`config.mk`:
```
export PLATFORM = sky130hd
export DESIGN_NAME = qloco_enc
export DESIGN_NICKNAME = d
export VERILOG_FILES = /design/src/rtl/qloco_pkg.sv /design/src/rtl/qloco_wtab.sv /design/src/rtl/qloco_pick.sv /design/src/rtl/qloco_enc.sv
export SDC_FILE = /design/constraint.sdc
export NUM_CORES = 1
export LEC_CHECK = 0
export ABC_CLOCK_PERIOD_IN_PS = 7800
export BUFFER_PORTS_ARGS = -buffer_cell sky130_fd_sc_hd__buf_4
export CORE_ASPECT_RATIO = 1.25
export CORE_MARGIN = 8
export CORE_UTILIZATION = 39
export CTS_CLUSTER_DIAMETER = 30
export DETAILED_ROUTE_END_ITERATION = 10
export GPL_ROUTABILITY_DRIVEN = 1
export PLACE_DENSITY_LB_ADDON = 0.3
export SLEW_MARGIN = 5
export SYNTH_ARGS = -nofsm -noshare
export SYNTH_HDL_FRONTEND = slang
export SYNTH_SLANG_ARGS = --single-unit
```
`constraint.sdc`:
```
create_clock -name clk -period 7.8 [get_ports clk]
set_clock_uncertainty 0.1 [all_clocks]
set_input_delay 0.39 -clock clk [delete_from_list [all_inputs] [get_ports clk]]
set_output_delay 0.39 -clock clk [all_outputs]
set_load 0.1 [all_outputs]
```
`src/rtl/qloco_pkg.sv`:
```
package qloco_pkg;

  // Number of allowed suffixes of length k when the encoder sits in state st.
  // st = 0      : free, a top level may come next
  // st = 1..y   : st more symbols must stay below the top level
  // st = y + 1  : the previous symbol was the top level
  function automatic longint lc_count(int r, int y, int st, int k);
    longint cur [0:16];
    longint nxt [0:16];
    if (y < 1 || y > 15 || st > y + 1) return 0;
    for (int i = 0; i <= 16; i++) begin
      cur[i] = 1;
      nxt[i] = 0;
    end
    for (int s = 0; s < k; s++) begin
      nxt[0] = longint'(r - 1) * cur[0] + cur[y + 1];
      for (int t = 1; t <= y; t++) nxt[t] = longint'(r - 1) * cur[t - 1];
      nxt[y + 1] = longint'(r - 1) * cur[y] + cur[y + 1];
      for (int i = 0; i <= y + 1; i++) cur[i] = nxt[i];
    end
    return cur[st];
  endfunction

  function automatic int lc_flog2(longint v);
    int n;
    n = 0;
    while (v > 1) begin
      v = v >> 1;
      n++;
    end
    return n;
  endfunction

  function automatic int lc_msg_bits(int r, int n, int ymax);
    return lc_flog2(lc_count(r, ymax, 0, n) - 2);
  endfunction

endpackage

```
`src/rtl/qloco_wtab.sv`:
```
module qloco_wtab #(
  parameter int R    = 4,
  parameter int N    = 8,
  parameter int YMAX = 3,
  parameter int IW   = 17,
  parameter int YW   = 2,
  parameter int PW   = 3
) (
  input  logic [YW-1:0] y_i,
  input  logic [YW-1:0] lock_i,
  input  logic [PW-1:0] pos_i,
  output logic [IW-1:0] w_o
);

  logic [IW-1:0] tab [YMAX][YMAX+1][N];

  for (genvar gy = 0; gy < YMAX; gy++) begin : g_y
    for (genvar gt = 0; gt <= YMAX; gt++) begin : g_t
      for (genvar gk = 0; gk < N; gk++) begin : g_k
        localparam longint V = qloco_pkg::lc_count(R, gy + 1, gt, gk);
        assign tab[gy][gt][gk] = IW'(V);
      end
    end
  end

  always_comb begin
    w_o = '0;
    for (int iy = 0; iy < YMAX; iy++)
      for (int it = 0; it <= YMAX; it++)
        for (int ik = 0; ik < N; ik++)
          if (y_i == YW'(iy + 1) && lock_i == YW'(it) && pos_i == PW'(ik))
            w_o = tab[iy][it][ik];
  end

endmodule

```
`src/rtl/qloco_pick.sv`:
```
module qloco_pick #(
  parameter int R  = 4,
  parameter int IW = 17,
  parameter int BW = 2
) (
  input  logic [IW-1:0] rem_i,
  input  logic [IW-1:0] w_i,
  input  logic          max_ok_i,
  output logic [BW-1:0] lvl_o,
  output logic [IW-1:0] sub_o
);

  logic [IW:0] acc;

  always_comb begin
    acc   = '0;
    lvl_o = '0;
    sub_o = '0;
    for (int c = 1; c < R; c++) begin
      acc = acc + {1'b0, w_i};
      if (acc <= {1'b0, rem_i} && (c < R - 1 || max_ok_i)) begin
        lvl_o = BW'(c);
        sub_o = acc[IW-1:0];
      end
    end
  end

endmodule

```
`src/rtl/qloco_enc.sv`:
```
module qloco_enc #(
  parameter int R    = 4,
  parameter int N    = 8,
  parameter int YMAX = 3,
  localparam int BW  = $clog2(R),
  localparam int MW  = qloco_pkg::lc_msg_bits(R, N, YMAX),
  localparam int YSW = $clog2(YMAX + 2)
) (
  input  logic            clk,
  input  logic            rst_n,
  input  logic            start,
  input  logic [MW-1:0]   msg,
  input  logic [YSW-1:0]  ysel,
  output logic            busy,
  output logic            done,
  output logic            sym_valid,
  output logic [BW-1:0]   sym,
  output logic [N*BW-1:0] code
);

  localparam int IW = BW * N + 1;
  localparam int YW = $clog2(YMAX + 1);
  localparam int PW = (N > 1) ? $clog2(N) : 1;
  localparam logic [BW-1:0] MAXL = BW'(R - 1);

  logic [IW-1:0]   rem_q;
  logic [PW-1:0]   pos_q;
  logic [YW-1:0]   lock_q, lock_nm, y_q, ycl;
  logic            aft_q, busy_q, done_q, sv_q;
  logic [BW-1:0]   sym_q, lvl;
  logic [N*BW-1:0] code_q;
  logic [IW-1:0]   wgt, sub;

  // named events for the assertions
  logic max_ok, step_fire, last_step, pick_max;
  assign max_ok    = (lock_q == '0);
  assign step_fire = busy_q;
  assign last_step = busy_q && (pos_q == '0);
  assign pick_max  = (lvl == MAXL);

  always_comb begin
    if (ysel == '0)             ycl = YW'(1);
    else if (int'(ysel) > YMAX) ycl = YW'(YMAX);
    else                        ycl = YW'(ysel);
  end

  always_comb begin
    if (aft_q)              lock_nm = y_q;
    else if (lock_q != '0)  lock_nm = lock_q - 1'b1;
    else                    lock_nm = '0;
  end

  qloco_wtab #(.R(R), .N(N), .YMAX(YMAX), .IW(IW), .YW(YW), .PW(PW)) u_wtab (
    .y_i(y_q), .lock_i(lock_nm), .pos_i(pos_q), .w_o(wgt)
  );

  qloco_pick #(.R(R), .IW(IW), .BW(BW)) u_pick (
    .rem_i(rem_q), .w_i(wgt), .max_ok_i(max_ok), .lvl_o(lvl), .sub_o(sub)
  );

  always_ff @(posedge clk or negedge rst_n) begin
    if (!rst_n) begin
      rem_q  <= '0;
      pos_q  <= '0;
      lock_q <= '0;
      y_q    <= YW'(1);
      aft_q  <= 1'b0;
      busy_q <= 1'b0;
      done_q <= 1'b0;
      sv_q   <= 1'b0;
      sym_q  <= '0;
      code_q <= '0;
    end else begin
      done_q <= 1'b0;
      sv_q   <= 1'b0;
      if (step_fire) begin
        sym_q  <= lvl;
        sv_q   <= 1'b1;
        code_q <= {code_q[N*BW-BW-1:0], lvl};
        rem_q  <= rem_q - sub;
        if (pick_max) begin
          aft_q  <= 1'b1;
          lock_q <= '0;
        end else begin
          aft_q  <= 1'b0;
          lock_q <= lock_nm;
        end
        if (last_step) begin
          busy_q <= 1'b0;
          done_q <= 1'b1;
        end else begin
          pos_q <= pos_q - 1'b1;
        end
      end else if (start) begin
        busy_q <= 1'b1;
        rem_q  <= IW'(msg) + IW'(1);
        pos_q  <= PW'(N - 1);
        lock_q <= '0;
        aft_q  <= 1'b0;
        y_q    <= ycl;
      end
    end
  end

  assign busy      = busy_q;
  assign done      = done_q;
  assign sym_valid = sv_q;
  assign sym       = sym_q;
  assign code      = code_q;

  // the whole rank is consumed once the last symbol is out
  p_rem_spent_r2: assert property (@(posedge clk) disable iff (!rst_n)
    done_q |-> (rem_q == '0));

  // inside a guarded gap the top level is never chosen
  p_gap_r3: assert property (@(posedge clk) disable iff (!rst_n)
    (busy_q && lock_q != '0) |-> !pick_max);

  // done is a single-cycle pulse
  p_done_pulse_r5: assert property (@(posedge clk) disable iff (!rst_n)
    done_q |=> !done_q);

  // busy drops exactly when done rises
  p_fell_done_r5: assert property (@(posedge clk) disable iff (!rst_n)
    $fell(busy_q) |-> done_q);

  // a symbol only follows a busy cycle
  p_sv_busy_r5: assert property (@(posedge clk) disable iff (!rst_n)
    sv_q |-> $past(busy_q));

  // while busy the position only walks down, start cannot reload it
  p_pos_step_r6: assert property (@(posedge clk) disable iff (!rst_n)
    (busy_q && pos_q != '0) |=> (busy_q && pos_q == $past(pos_q) - 1'b1));

  // the sampled run limit always lies in the supported range
  p_y_range_r7: assert property (@(posedge clk) disable iff (!rst_n)
    busy_q |-> (y_q != '0 && int'(y_q) <= YMAX));

endmodule

```
==> impl_metrics.env <==
export IMPL_area_growth_pct=47.2
export IMPL_worstSetupEndpoint="rem_q[16]"
export IMPL_cts_hold_buf=0
export IMPL_ys_ff_latch=44
export IMPL_setup_ws_ns=-0.0623
export IMPL_yosysSeqAreaShare=0.153
export IMPL_rsz0062_at_grt="true"
export IMPL_postPlaceCellArea_sq_um=9440
export IMPL_antenna_found_initial=0
export IMPL_period_needed_ns=7.86
export IMPL_fin_setup_tns_ns=-0.196
export IMPL_maxCapViolCount=0
export IMPL_crit_fanout=8
export IMPL_hold_violations=6
export IMPL_synthFlopType="dfrtp_1"
export IMPL_fin_crit_sh=1.01
export IMPL_worst_hold_slack_ns=-0.0128
export IMPL_cts_tree="done"
export IMPL_cp_start_kind="flip-flop"
export IMPL_syn_area_sq_um=7220
export IMPL_critPathBufInv=6
export IMPL_htreeDepth=2
export IMPL_dr_pass1_iters=6
export IMPL_ff2ff_path_depth=40
export IMPL_slowest_delay_ns=0.45
export IMPL_fmax_mhz=127
export IMPL_synth_nets=1078
export IMPL_grt_usage=0.259
export IMPL_setup_viol=6
export IMPL_cts_root_buf="clkbuf_16"
export IMPL_crit_start="pos_q[1]"
export IMPL_pre_cts_ws_ns=-0.520
export IMPL_regArea_sq_um=1110
export IMPL_n_antenna_cell=0
export IMPL_crit_path_end_kind="flip-flop"
export IMPL_numCtsBuffers=5
export IMPL_place_congestion=1.02
export IMPL_multi_input_area_sq_um=6180
export IMPL_grt_pass1_wl_um=47600
export IMPL_clockBufferDepth=2
export IMPL_violations="negative hold slack, negative setup slack"
export IMPL_grt_pass1_vias=8920
export IMPL_drive_above_1_share=0.387
export IMPL_core_area_sq_um=18100
export IMPL_syn_area_per_cell_sq_um=7.40
export IMPL_maxSlewHeadroom=0.573
export IMPL_status="finished with violations"
export IMPL_die_area_sq_um=23200
export IMPL_nNetsFinal=1361
export IMPL_hold_path_class="primary input to asynchronous set/reset pin"
export IMPL_finalWirelength_um=31800
export IMPL_arrival_ns=7.97
export IMPL_required_ns=7.91
export IMPL_die_h_um=168
export IMPL_dieWidth_um=138
export IMPL_netlist_instances=976
export IMPL_synth_edf_count=0
export IMPL_numPortBuffers=41
export IMPL_dp_hpwl_um=23700
export IMPL_reg2reg_from="pos_q[1]"
export IMPL_antenna_left=0
export IMPL_fillerInstances=1614
export IMPL_wire_per_inst_um=21.4
export IMPL_viasPerCell=6.23
export IMPL_via_count=9276
export IMPL_crit_type="flip-flop to flip-flop"
export IMPL_crit_path_top_delay_cell="o41a_1"
export IMPL_yosysUniqueCellTypes=93
export IMPL_initial_core_util=0.399
export IMPL_insertion_delay_ns=0.29
export IMPL_crit_cells=40
export IMPL_crit_family="compound AO/OA/AOI/OAI gates"
export IMPL_clk_pin_slew_worst_paths_ns=0.07
export IMPL_io_pins=42
export IMPL_reg2reg_slack_ns=-0.06
export IMPL_finalCoreUtilization=0.587
export IMPL_cts_sinks=44
export IMPL_yosys_warnings=0
export IMPL_overflow=0
export IMPL_fin_area_sq_um=10600
export IMPL_rows=55
export IMPL_drtIter0Drc=924
export IMPL_drcViolationCount=0
export IMPL_grt_max_degree=45
export IMPL_max_slew_worst_pin_slew_ns=0.638
export IMPL_worstReg2RegEnd="rem_q[16]"
export IMPL_async_flop_share=1.00
export IMPL_slew_violations=0
registers in the layout (all words and copies together), names as in the netlist:
register / cells
aft_q: 1
busy: 1
code: 15
done: 1
lock_q: 2
pos_q: 3
rem_q: 17
sym: 1
sym_valid: 1
y_q: 2
layer usage:
layer	wire, um	part of all wire	GRT usage	up-vias
met5	0	0	0	-
met1	12100	0.38	0.300	4330
li1	-	-	-	4253
met2	15400	0.48	0.428	517
met3	2090	0.066	0.0390	176
met4	2290	0.072	0.176	0
cells in the final DEF, fill, tap and decap left out, types with 17 or more instances in the layout:
cell type / n
xnor2_1: 18
inv_1: 30
dfrtp_1: 40
nand3_1: 30
buf_6: 18
nor2b_1: 17
nand2_1: 76
ha_1: 70
o21ai_0: 79
buf_4: 323
a21oi_1: 65
nor2_1: 73
Yosys cell counts, types with 4 or more instances:
master	n	share of area
o21ai_0	95	0.066
nor2_1	82	0.043
ha_1	79	0.14
nand2_1	79	0.041
a21oi_1	76	0.053
dfrtp_1	43	0.15
inv_1	34	0.018
nand3_1	31	0.021
clkbuf_1	29	0.015
buf_2	26	0.018
a211oi_1	20	0.021
nor3_1	20	0.014
nor2b_1	19	0.016
xnor2_1	19	0.023
a31oi_1	18	0.016
a21o_1	16	0.017
mux2_2	15	0.023
nand4_1	13	0.011
xor2_1	13	0.016
nand2b_1	12	0.010
a22oi_1	11	0.011
o211ai_1	11	0.011
buf_4	10	0.010
o21a_1	10	0.010
o22ai_1	10	0.0087
and3_1	9	0.0078
mux2i_1	9	0.012
and2_1	8	0.0069
or3_1	8	0.0069
a221o_1	7	0.0097
a221oi_1	7	0.0085
o21ai_1	7	0.0049
o21bai_1	7	0.0073
o221ai_1	7	0.0085
a222oi_1	6	0.0083
a311oi_1	5	0.0061
buf_1	5	0.0026
o2111ai_1	5	0.0061
o32ai_1	5	0.0061
a22o_1	4	0.0049
nand3b_1	4	0.0042
nor4_1	4	0.0035
o31ai_1	4	0.0042
how the worst min path moves through the flow:
stage / start / to / cells after the start
after global routing: rst_n / rem_q[2] / 1
after floorplan: rst_n / aft_q / 0
after global placement: rst_n / rem_q[2] / 1
final: rst_n / rem_q[0] / 1
after detailed placement: rst_n / rem_q[2] / 1
after CTS: rst_n / rem_q[2] / 1
cell type report:
class	instances	area share
Inverter	35	0.0129
Clock inverter	2	0.00365
Tap cell	228	0.0268
Timing Repair Buffer	347	0.258
Sequential cell	44	0.104
Clock buffer	6	0.0131
Multi-Input combinational cell	826	0.581
stage by stage:
| stage | hold slack (ns) | std cells |
|---|---|---|
| after floorplan | -0.00559 | 976 |
| after global placement | 0.316 | 1428 |
| after detailed placement | 0.320 | 1428 |
| after CTS | 0.00869 | 1445 |
| after global routing | 0.0361 | 1488 |
| final | -0.0128 | 1488 |
kinds of logic after synthesis:
| logic type | after synthesis | share of synthesized area |
|---|---|---|
| AOI/OAI and AO/OA | 367 | 0.334 |
| xor gates and xnor gates | 32 | 0.0388 |
| adders and majority gates | 81 | 0.142 |
| buffers and inverters | 107 | 0.0674 |
| DFF | 44 | 0.153 |
| muxes | 24 | 0.0359 |
| and+or+nand+nor | 321 | 0.229 |
repair_timing:
action	CTS	global route
endpoints found under the setup margin	11	13
pin swaps	12	72
resized for setup	37	112
endpoints found under the hold margin	0	0
gates cloned	0	2
buffers inserted	9	42
Power is not shown: default switching activity piles up to over one toggle a cycle in this logic, so the estimate is an artifact.
